--- src/rtl/pllSeqPkg.sv ---
package pllSeqPkg;
  localparam int DATA_W = 8;
  localparam int ADDR_W = 3;

  localparam logic [ADDR_W-1:0] ADDR_CFG  = 3'd0;
  localparam logic [ADDR_W-1:0] ADDR_CTRL = 3'd1;
  localparam logic [ADDR_W-1:0] ADDR_DIV  = 3'd2;
  localparam logic [ADDR_W-1:0] ADDR_FEED = 3'd3;
  localparam logic [ADDR_W-1:0] ADDR_STAT = 3'd4;

  localparam logic [DATA_W-1:0] UNLOCK_FIRST  = 8'hAA;
  localparam logic [DATA_W-1:0] UNLOCK_SECOND = 8'h55;

  localparam int CTRL_EN_BIT  = 0;
  localparam int CTRL_CON_BIT = 1;
  localparam int STAT_IRQ_BIT = 3;

  typedef enum logic [1:0] {
    PEND_NONE = 2'd0,
    PEND_CFG  = 2'd1,
    PEND_CTRL = 2'd2
  } pendKindE;

  typedef enum logic {
    UNLK_IDLE  = 1'b0,
    UNLK_ARMED = 1'b1
  } unlockStateE;

  typedef struct packed {
    logic stageCfg;
    logic stageCtrl;
    logic divWr;
    logic irqClr;
    logic commit;
    logic discard;
  } seqStrobeS;
endpackage

--- src/rtl/pllSeqCtrl.sv ---
module pllSeqCtrl
  import pllSeqPkg::*;
(
  input  logic              clk,
  input  logic              rstN,
  input  logic              wrEn,
  input  logic [ADDR_W-1:0] wrAddr,
  input  logic [DATA_W-1:0] wrData,
  output seqStrobeS         strobes
);
  unlockStateE unlockState;
  logic        isUnlockAddr;

  assign isUnlockAddr = (wrAddr == ADDR_FEED);

  // Decode one bus write into datapath strobes.
  always_comb begin
    strobes = '0;
    if (wrEn) begin
      if (isUnlockAddr) begin
        if (unlockState == UNLK_ARMED) begin
          if (wrData == UNLOCK_SECOND) strobes.commit  = 1'b1;
          else                         strobes.discard = 1'b1;
        end
      end else begin
        // Any non-unlock write between the two halves cancels the pending step.
        if (unlockState == UNLK_ARMED) strobes.discard = 1'b1;
        unique case (wrAddr)
          ADDR_CFG:  strobes.stageCfg  = 1'b1;
          ADDR_CTRL: strobes.stageCtrl = 1'b1;
          ADDR_DIV:  strobes.divWr     = 1'b1;
          ADDR_STAT: strobes.irqClr    = wrData[STAT_IRQ_BIT];
          default:   ;
        endcase
      end
    end
  end

  always_ff @(posedge clk) begin
    if (!rstN) begin
      unlockState <= UNLK_IDLE;
    end else if (wrEn) begin
      if (isUnlockAddr && unlockState == UNLK_IDLE && wrData == UNLOCK_FIRST)
        unlockState <= UNLK_ARMED;
      else
        unlockState <= UNLK_IDLE;
    end
  end
endmodule

--- src/rtl/pllLockTimer.sv ---
module pllLockTimer #(
  parameter int FAST_CYCLES = 36000,
  parameter int SLOW_TICKS  = 200
) (
  input  logic clk,
  input  logic rstN,
  input  logic run,
  input  logic slowMode,
  input  logic refTick,
  output logic expired
);
  localparam int MAX_COUNT = (FAST_CYCLES > SLOW_TICKS) ? FAST_CYCLES : SLOW_TICKS;
  localparam int CNT_W     = $clog2(MAX_COUNT + 1);

  logic [CNT_W-1:0] count;
  logic [CNT_W-1:0] limit;
  logic             advance;

  assign limit   = slowMode ? CNT_W'(SLOW_TICKS) : CNT_W'(FAST_CYCLES);
  assign expired = (count >= limit);
  assign advance = run && !expired && (slowMode ? refTick : 1'b1);

  always_ff @(posedge clk) begin
    if (!rstN || !run) count <= '0;
    else if (advance)  count <= count + 1'b1;
  end
endmodule

--- src/rtl/pllSeqDatapath.sv ---
module pllSeqDatapath
  import pllSeqPkg::*;
#(
  parameter int FAST_CYCLES = 36000,
  parameter int SLOW_TICKS  = 200
) (
  input  logic              clk,
  input  logic              rstN,
  input  seqStrobeS         strobes,
  input  logic [DATA_W-1:0] wrData,
  input  logic [ADDR_W-1:0] rdAddr,
  input  logic              lockIn,
  input  logic              refTick,
  input  logic [1:0]        refCode,
  output logic [DATA_W-1:0] rdData,
  output logic              loopEnable,
  output logic              loopConnect,
  output logic [DATA_W-1:0] loopCfg,
  output logic [DATA_W-1:0] cpuDiv,
  output logic              lockIrq,
  output logic              lockedState
);
  pendKindE          pendKind;
  logic [DATA_W-1:0] pendData;
  logic              divSet;
  logic              divLegal;
  logic              trusted;
  logic              slowMode;
  logic              tmrExpired;
  logic              lockedNext;

  assign trusted  = (refCode == 2'b00);
  assign slowMode = refCode[1];
  assign divLegal = (wrData == '0) || wrData[0];

  pllLockTimer #(
    .FAST_CYCLES(FAST_CYCLES),
    .SLOW_TICKS (SLOW_TICKS)
  ) uTimer (
    .clk     (clk),
    .rstN    (rstN),
    .run     (loopEnable && !trusted),
    .slowMode(slowMode),
    .refTick (refTick),
    .expired (tmrExpired)
  );

  assign lockedNext = loopEnable && (trusted ? lockIn : tmrExpired);

  // Pending slot: only one staged step exists at a time.
  always_ff @(posedge clk) begin
    if (!rstN) begin
      pendKind <= PEND_NONE;
      pendData <= '0;
    end else begin
      if (strobes.discard || strobes.commit) pendKind <= PEND_NONE;
      if (strobes.stageCfg) begin
        pendKind <= PEND_CFG;
        pendData <= wrData;
      end else if (strobes.stageCtrl) begin
        pendKind <= PEND_CTRL;
        pendData <= wrData;
      end
    end
  end

  // Committed state: configuration, enable, connect, divider.
  always_ff @(posedge clk) begin
    if (!rstN) begin
      loopCfg     <= '0;
      loopEnable  <= 1'b0;
      loopConnect <= 1'b0;
      cpuDiv      <= '0;
      divSet      <= 1'b0;
    end else begin
      if (strobes.commit) begin
        unique case (pendKind)
          PEND_CFG: begin
            if (!loopEnable) loopCfg <= pendData;
          end
          PEND_CTRL: begin
            if (!pendData[CTRL_EN_BIT]) begin
              loopEnable  <= 1'b0;
              loopConnect <= 1'b0;
              divSet      <= 1'b0;
            end else if (!loopEnable) begin
              loopEnable <= 1'b1;
              divSet     <= 1'b0;
            end else if (pendData[CTRL_CON_BIT]) begin
              if (lockedState && divSet) loopConnect <= 1'b1;
            end else begin
              loopConnect <= 1'b0;
            end
          end
          default: ;
        endcase
      end
      if (strobes.divWr && divLegal) begin
        cpuDiv <= wrData;
        if (loopEnable) divSet <= 1'b1;
      end
    end
  end

  // Lock tracking and the sticky flag.
  always_ff @(posedge clk) begin
    if (!rstN) begin
      lockedState <= 1'b0;
      lockIrq     <= 1'b0;
    end else begin
      lockedState <= lockedNext;
      if (lockedNext && !lockedState) lockIrq <= 1'b1;
      else if (strobes.irqClr)        lockIrq <= 1'b0;
    end
  end

  always_comb begin
    unique case (rdAddr)
      ADDR_CFG:  rdData = loopCfg;
      ADDR_CTRL: rdData = {6'b0, loopConnect, loopEnable};
      ADDR_DIV:  rdData = cpuDiv;
      ADDR_STAT: rdData = {4'b0, lockIrq, lockedState, loopConnect, loopEnable};
      default:   rdData = '0;
    endcase
  end
endmodule

--- src/rtl/pllStartSeq.sv ---
module pllStartSeq
  import pllSeqPkg::*;
#(
  parameter int FAST_CYCLES = 36000,
  parameter int SLOW_TICKS  = 200
) (
  input  logic       clk,
  input  logic       rstN,
  input  logic       wrEn,
  input  logic [2:0] wrAddr,
  input  logic [7:0] wrData,
  input  logic [2:0] rdAddr,
  output logic [7:0] rdData,
  input  logic       lockIn,
  input  logic       refTick,
  input  logic [1:0] refCode,
  output logic       loopEnable,
  output logic       loopConnect,
  output logic [7:0] loopCfg,
  output logic [7:0] cpuDiv,
  output logic       lockIrq
);
  seqStrobeS strobes;
  logic      lockedState;

  pllSeqCtrl uCtrl (
    .clk    (clk),
    .rstN   (rstN),
    .wrEn   (wrEn),
    .wrAddr (wrAddr),
    .wrData (wrData),
    .strobes(strobes)
  );

  pllSeqDatapath #(
    .FAST_CYCLES(FAST_CYCLES),
    .SLOW_TICKS (SLOW_TICKS)
  ) uPath (
    .clk        (clk),
    .rstN       (rstN),
    .strobes    (strobes),
    .wrData     (wrData),
    .rdAddr     (rdAddr),
    .lockIn     (lockIn),
    .refTick    (refTick),
    .refCode    (refCode),
    .rdData     (rdData),
    .loopEnable (loopEnable),
    .loopConnect(loopConnect),
    .loopCfg    (loopCfg),
    .cpuDiv     (cpuDiv),
    .lockIrq    (lockIrq),
    .lockedState(lockedState)
  );
endmodule

--- config.mk ---
export PLATFORM = sky130hd
export DESIGN_NAME = pllStartSeq
export DESIGN_NICKNAME = d
export VERILOG_FILES = /design/src/rtl/pllSeqPkg.sv /design/src/rtl/pllSeqCtrl.sv /design/src/rtl/pllLockTimer.sv /design/src/rtl/pllSeqDatapath.sv /design/src/rtl/pllStartSeq.sv
export SDC_FILE = /design/constraint.sdc
export NUM_CORES = 1
export LEC_CHECK = 0
export BUFFER_PORTS_ARGS = -buffer_cell sky130_fd_sc_hd__buf_2
export CORE_AREA = 2 2 74 76
export CTS_CLUSTER_SIZE = 14
export DETAILED_ROUTE_END_ITERATION = 16
export DIE_AREA = 0 0 76 78
export PLACE_DENSITY = 0.71
export SETUP_SLACK_MARGIN = 0.1
export SLEW_MARGIN = 25
export SYNTH_ARGS = -nofsm -noshare
export SYNTH_HDL_FRONTEND = slang
export SYNTH_SLANG_ARGS = --single-unit
--- constraint.sdc ---
create_clock -name clk -period 2.4 [get_ports clk]
set_input_delay 0.24 -clock clk [delete_from_list [all_inputs] [get_ports clk]]
set_output_delay 0.24 -clock clk [all_outputs]
set_load 0.02 [all_outputs]
==> flow_summary.yaml, run 1 <==
sta:
  fin_worst_skew_ns: 0.00532
  fmax_ghz: 0.438
  slew_viol_final: 0
  setup_viol: 0
  final_hold_viol_count: 0
  post-route-period-util_pct: 95.1
  layout_min_cycle_time_ns: 2.28
  rsz0062_at_grt: "yes"
  slew_headroom_pct: 53.8
  tns_ns: 0
  tightest_slew_ns: 0.691
placement:
  place_area_sq_mm: 0.00279
  place.gp.congestion: 0.791
  dp_hpwl_microns: 4260
  io_buffers: 47
routing:
  drtPass1Iterations: 5
  wl_per_cell_microns: 14.1
  wl_met3_microns: 240
  drt_iter0_drc: 138
  routed_via_density: 5.44
  wl_met1_microns: 2810
  wirelength_microns: 5840
  top_layer: "met4"
  vias: 2251
  met2_length_microns: 2700
  antenna_left: 0
  route.detailed.drc: 0
floorplanning:
  fp.dieW_microns: 76
  initial_core_util_pct: 49.0
  core-area_sq_mm: 0.00504
  die_height_microns: 78
  dieArea_sq_mm: 0.00593
  rows: 26
  io_pins: 48
critical_path:
  r2r_end: "uPath.uTimer.count[5]"
  crit_family: "simple AND/OR/NAND/NOR gates"
  cpPeakStageDelay_ns: 0.51
  crit_top_cell: "or4_1"
  cp.required_ns: 2.64
  crit_slowest_cell: "or4_1"
  crit_path_max_fanout: 5
  cp.arrival_ns: 2.52
  reg2reg_from: "uPath.uTimer.count[11]"
  cp-start-kind: "flop"
  cp-end-kind: "flop"
  ff2ff_path_depth: 7
  path_cells: "ha_4 -> or4_1 -> a211o_1 -> nor3_2 -> o21ai_4 -> or4_1 -> a21oi_1"
  critical_path_class: "reg -> reg"
  rrSetupSlack_ns: 0.12
  critical_path_buf_inv_count: 0
hold_path:
  hold_path_depth: 3
  hp-class: "in -> reg"
  hold_end: "uPath.pendData[2]"
  min-delay-start: "wrData[2]"
synth:
  synth_nets: 321
  synthFlopType: "dfxtp_1"
  ys_types: 40
  ys_ff_latch: 48
  avgSynthCellArea_sq_um: 8.46
  synth_seq_area_share_pct: 38.9
  async_flop_share_pct: 0
  synth_edf_count: 0
  synth_area_sq_mm: 0.00247
  yosys_warnings: 0
  synthCells: 292
grt:
  grt_pass1_wl_microns: 10100
  first_global_vias: 2186
  grt_overflow: 0
  grt_max_degree: 32
  grt_antenna_before_repair: 0
  grtUsageTotal_pct: 20.9
final_layout:
  final_cell_mix: "buf_2, dfxtp_1, nand2_1"
  drive_gt1_share_pct: 23.5
  syn2layout_area_growth_pct: 19.9
  nFillCells: 454
  postLayoutCellArea_sq_mm: 0.00296
  ff_latch_area_sq_um: 963
  nets: 372
  num_antenna_cells: 0
  mostFrequentLayoutCell: "buf_2"
  multi_input_comb_area_sq_mm: 0.00146
power_and_ir_drop:
  vdd_drop_max_mv: 0.347
  clockPowerShare_pct: 35.7
  p_switching_uw: 341
  comb_power_share_pct: 7.1
  power_density_mw_per_mm2: 478
  seqPwrFrac_pct: 57.1
  p_leak_nw: 1.15
  switching_share_pct: 24.1
  p_int_mw: 1.07
clocking:
  path_clk_slew_ns: 0.09
  clk_path_buf_depth: 2
  cts_sinks: 48
  cts_tree: "yes"
  cts_made_buffers: 5
  clkLatencyLatePin_ns: 0.31
  clock-root-buffer: "clkbuf_8"
  ctsHoldBuffers: 0
  h-tree-depth: 2
job:
  cap_violations: 0
outcome:
  status: "finished, final reports clean"
[what timing repair did]
item / CTS / global route
cloned: 0 / 0
endpoints found under the setup margin: 5 / 11
setup buffers: 1 / 2
pin swaps: 1 / 8
gates resized for setup: 3 / 11
[synth_stat cells (7+ instances only)]
cell type / instances / share of area (%)
dfxtp_1: 48 / 39
nand2_1: 32 / 4.9
mux2i_1: 22 / 8.9
nor2_1: 18 / 2.7
nor2b_1: 18 / 4.6
nand3_1: 13 / 2.6
nor3_1: 13 / 2.6
clkbuf_1: 12 / 1.8
inv_1: 12 / 1.8
a21boi_0: 11 / 3.3
o21ai_0: 11 / 2.2
a21oi_1: 9 / 1.8
ha_1: 8 / 4.1
or3_1: 7 / 1.8
[metal layers]
metal | vias up | track usage (%)
met5 | - | 0
met4 | 0 | 7.64
met3 | 8 | 4.77
met2 | 51 | 34.9
met1 | 1059 | 26.6
li1 | 1133 | -
[stage by stage]
| step | util (%) | power [mW] | hold slack (ns) | std cells | setup WS, ns |
|---|---|---|---|---|---|
| detailed placement | 55.4 | 0.926 | 0.457 | 403 | 0.0276 |
| global route | 58.7 | 1.47 | 0.232 | 414 | 0.0474 |
| global placement | 55.4 | 0.924 | 0.451 | 403 | 0.0826 |
| floorplan | - | 0.881 | 0.385 | 292 | 0.232 |
| finish | 58.7 | 1.41 | 0.218 | 414 | 0.118 |
| CTS | 57.7 | 1.42 | 0.213 | 412 | 0.0758 |
[sequential cells by signal, indices dropped and copies added (netlist names)]
| register | flops |
|---|---|
| uPath.loopEnable | 1 |
| uPath.cpuDiv | 8 |
| uPath.loopCfg | 8 |
| uPath.uTimer.count | 16 |
| uPath.loopConnect | 1 |
| uPath.lockIrq | 1 |
| uPath.lockedState | 1 |
| uPath.pendData | 8 |
| uCtrl.unlockState | 1 |
| uPath.divSet | 1 |
| uPath.pendKind | 2 |
[power by group through the flow]
stage               clock [mW]  sequential [mW]  combinational, mW
CTS                      0.514            0.808             0.0999
floorplan                    0            0.828             0.0529
finish                   0.505            0.808              0.101
global route             0.545            0.809              0.112
detailed placement           0            0.827             0.0991
global placement             0            0.826             0.0980
[layout make-up]
cell class	count	area share, %
clock buffers	6	2.79
clock inverters	2	0.338
inverters	12	1.52
multi-input cells	220	49.4
flip-flops and latches	48	32.5
well taps	70	2.96
repair buffers	56	10.5
[worst max path at each step]
stage,cells past startpoint,slack [ns],endpoint,startpoint
after floorplan,7,0.23,uPath.uTimer.count[14],uPath.uTimer.count[11]
after global placement,9,0.08,uPath.uTimer.count[3],refCode[1]
after detailed placement,8,0.03,uPath.uTimer.count[14],refCode[1]
after CTS,8,0.08,uPath.uTimer.count[3],uPath.uTimer.count[11]
after global routing,8,0.05,uPath.uTimer.count[3],uPath.uTimer.count[11]
final,7,0.12,uPath.uTimer.count[5],uPath.uTimer.count[11]
[cell families after synthesis]
logic type               after synthesis  synth area share, %
AO/OA/AOI/OAI                         51                 13.7
XOR/XNOR                               6                 2.13
adder cells (fa/ha/maj)                8                 4.05
buffers and inverters                 24                 3.65
flip-flops                            48                 38.9
multiplexers                          23                 9.37
AND/OR/NAND/NOR                      132                 28.2
[tightest hold or removal path: stages]
cell and delay (ns):
buf_2 0.13, nand2_1 0.05, a21boi_0 0.06
Note: power is estimated with default switching activity, not from simulation.
==> run 2: changes to the inputs <==
- CORE_AREA: 2 2 74 76 -> 2 2 75 77
- DIE_AREA: 0 0 76 78 -> 0 0 77 79
- PLACE_DENSITY: 0.71 -> 0.72
- SYNTH_HIERARCHICAL: default -> 1
==> run 2 against run 1 <==
Net effect:
- flip-flop and latch count unchanged
- count of clock-buffer cells in the layout increased by 2
- non-clock buffer count increased by 1
- final cell count increased by 3.4%
- synthesized cell count increased by 5.5%
- critical path type unchanged
==> flow_summary.yaml, run 2 <==
synth:
  synth_area_leaders: "dfxtp_1, mux2i_1, nand2_1, o21ai_0, ha_1"
  async_flop_share_pct: 0
  avgSynthCellArea_sq_um: 8.35
  synth_edf_count: 0
  synth_seq_area_share_pct: 37.4
  yosysTopAreaCell: "dfxtp_1"
  synthFlopType: "dfxtp_1"
  yosys_warnings: 6
  ys_ff_latch: 48
  synth_area_sq_mm: 0.00257
  synthCells: 308
  yosysMostFrequentCell: "dfxtp_1"
  synthTopCellsByCount: "dfxtp_1, nand2_1, o21ai_0, mux2i_1, a21oi_1"
  ys_types: 48
  synth_top_area_share_pct: 37.4
  synth_nets: 337
sta:
  fmax_ghz: 0.465
  hold_slack_ns: 0.229
  tns_ns: 0
  tightest_slew_ns: 0.551
  post-route-period-util_pct: 89.6
  rsz0062_at_grt: "no"
  slew_headroom_pct: 63.1
  slew_viol_final: 0
  fin_worst_skew_ns: 0.0102
  final_hold_viol_count: 0
  layout_min_cycle_time_ns: 2.15
  setup_viol: 0
critical_path:
  cpPeakStageDelay_ns: 0.51
  reg2reg_from: "uPath/uTimer/count[11]"
  path_cells: "ha_1 -> o211ai_1 -> a31oi_1 -> a311o_1 -> buf_4 -> or4_1 -> a21oi_1"
  critPathLaunch: "uPath/uTimer/count[11]"
  crit_family: "compound AO/OA/AOI/OAI gates"
  crit_slowest_cell: "or4_1"
  critical_path_class: "reg -> reg"
  crit_path_max_fanout: 10
  cp.required_ns: 2.63
  cp-end-kind: "flop"
  cp-start-kind: "flop"
  critical_path_buf_inv_count: 1
  cp.arrival_ns: 2.38
power_and_ir_drop:
  switching_share_pct: 23.8
  power_density_mw_per_mm2: 475
  vdd_drop_max_mv: 0.261
  comb_power_share_pct: 7.3
  p_int_mw: 1.08
  p_leak_nw: 1.16
  clockPowerShare_pct: 35.6
  p_switching_uw: 337
  power_mw: 1.42
  seqPwrFrac_pct: 57.1
clocking:
  clk_path_buf_depth: 2
  post_cts_buffers: 0
  cts_sinks: 48
  cts_made_buffers: 5
  clkLatencyLatePin_ns: 0.31
  clock-root-buffer: "clkbuf_8"
  cts_tree: "yes"
  path_clk_slew_ns: 0.08
  h-tree-depth: 2
grt:
  grt_antenna_before_repair: 0
  grt_pass1_wl_microns: 10500
  grt_overflow: 0
  grtUsageTotal_pct: 21.2
  grt_max_degree: 28
  first_global_vias: 2122
placement:
  dp_hpwl_microns: 4590
  place_area_sq_mm: 0.00289
  io_buffers: 47
  place.gp.congestion: 0.852
final_layout:
  nets: 384
  drive_gt1_share_pct: 19.9
  regMostFlops: "uPath/uTimer/count"
  final_cell_mix: "buf_2, dfxtp_1, nand2_1"
  largest_reg_flops: 16
  num_antenna_cells: 0
  postLayoutCellArea_sq_mm: 0.00299
  syn2layout_area_growth_pct: 16.2
routing:
  antenna_left: 0
  route.detailed.drc: 0
  drt_iter0_drc: 205
  vias: 2407
  wl_per_cell_microns: 14.5
  wirelength_microns: 6190
  routed_via_density: 5.62
  drtPass1Iterations: 5
floorplanning:
  dieArea_sq_mm: 0.00608
  initial_core_util_pct: 48.2
  rows: 27
  core-area_sq_mm: 0.00534
  fp.dieW_microns: 77
  die_height_microns: 79
  io_pins: 48
outcome:
  status: "finished, final reports clean"
job:
  cap_violations: 0
hold_path:
  hp-class: "in -> reg"
  min-delay-start: "wrData[7]"
-- run 2: cell count changes after synthesis, moves of 4 or more --
cell | previous run | this run
a21oi_1 | 9 | 15
and3_1 | 0 | 7
inv_1 | 12 | 6
mux2i_1 | 22 | 18
nand2_1 | 32 | 41
nor2_1 | 18 | 14
nor2b_1 | 18 | 11
nor3_1 | 13 | 8
o21ai_0 | 11 | 21
o22ai_1 | 0 | 6
xnor2_1 | 5 | 0
-- run 2: per-layer routing --
| layer | global-route usage [%] | part of all wire, % |
|---|---|---|
| met4 | 6.07 | 1.1 |
| met2 | 31.2 | 44 |
| met1 | 31.2 | 48 |
| met3 | 4.66 | 6.6 |
| met5 | 0 | 0 |
-- run 2: power groups by stage --
stage | logic [mW] | clock network (mW) | registers [mW]
5_1_grt | 0.115 | 0.541 | 0.811
3_3_place_gp | 0.101 | 0 | 0.828
4_1_cts | 0.103 | 0.514 | 0.809
3_5_place_dp | 0.102 | 0 | 0.828
6_report | 0.104 | 0.505 | 0.809
2_1_floorplan | 0.0590 | 0 | 0.829
-- run 2: through the flow --
step | setup WS (ns) | util, % | std cells
finish | 0.249 | 56.0 | 428
global route | 0.104 | 56.0 | 428
CTS | 0.176 | 55.8 | 428
detailed placement | 0.0309 | 54.1 | 420
global placement | 0.128 | 54.1 | 420
floorplan | 0.293 | - | 308
-- run 2: final timing paths --
check | endpoint | slack (ns) | depth (start not counted)
worst min-delay path | uPath/cpuDiv[7] | 0.23 | 3
worst min register to register | uPath/pendData[3] | 0.47 | 2
worst max-delay path | uPath/uTimer/count[12] | 0.25 | 7
worst max register to register | uPath/uTimer/count[12] | 0.25 | 7
-- run 2: kinds of logic after synthesis --
family | Yosys count | synth area share (%)
flip-flops | 48 | 37.4
AND/OR/NAND/NOR | 143 | 30.9
multiplexers | 18 | 7.01
adder cells (fa/ha/maj) | 8 | 3.89
buffers and inverters | 23 | 4.53
AO/OA/AOI/OAI | 67 | 16.0
XOR/XNOR | 1 | 0.341
-- run 2: cell type report --
type                            instances  area [sq um]
Inverter                                6          22.5
Fill cell                             519          2350
Tap cell                               72          90.1
Clock buffer                            8          90.1
Sequential cell                        48           962
Timing Repair Buffer                   57           323
Multi-Input combinational cell        237          1500
-- run 2: timing repair --
item / in CTS / in global routing
hold buffers: 0 / 0
gates resized for setup: 0 / 2
endpoints found under the hold margin: 0 / 0
endpoints found under the setup margin: 0 / 5
-- run 2: worst min-delay path: stages --
cell,delay [ns]
buf_2,0.12
nand2_1,0.06
o22ai_1,0.07
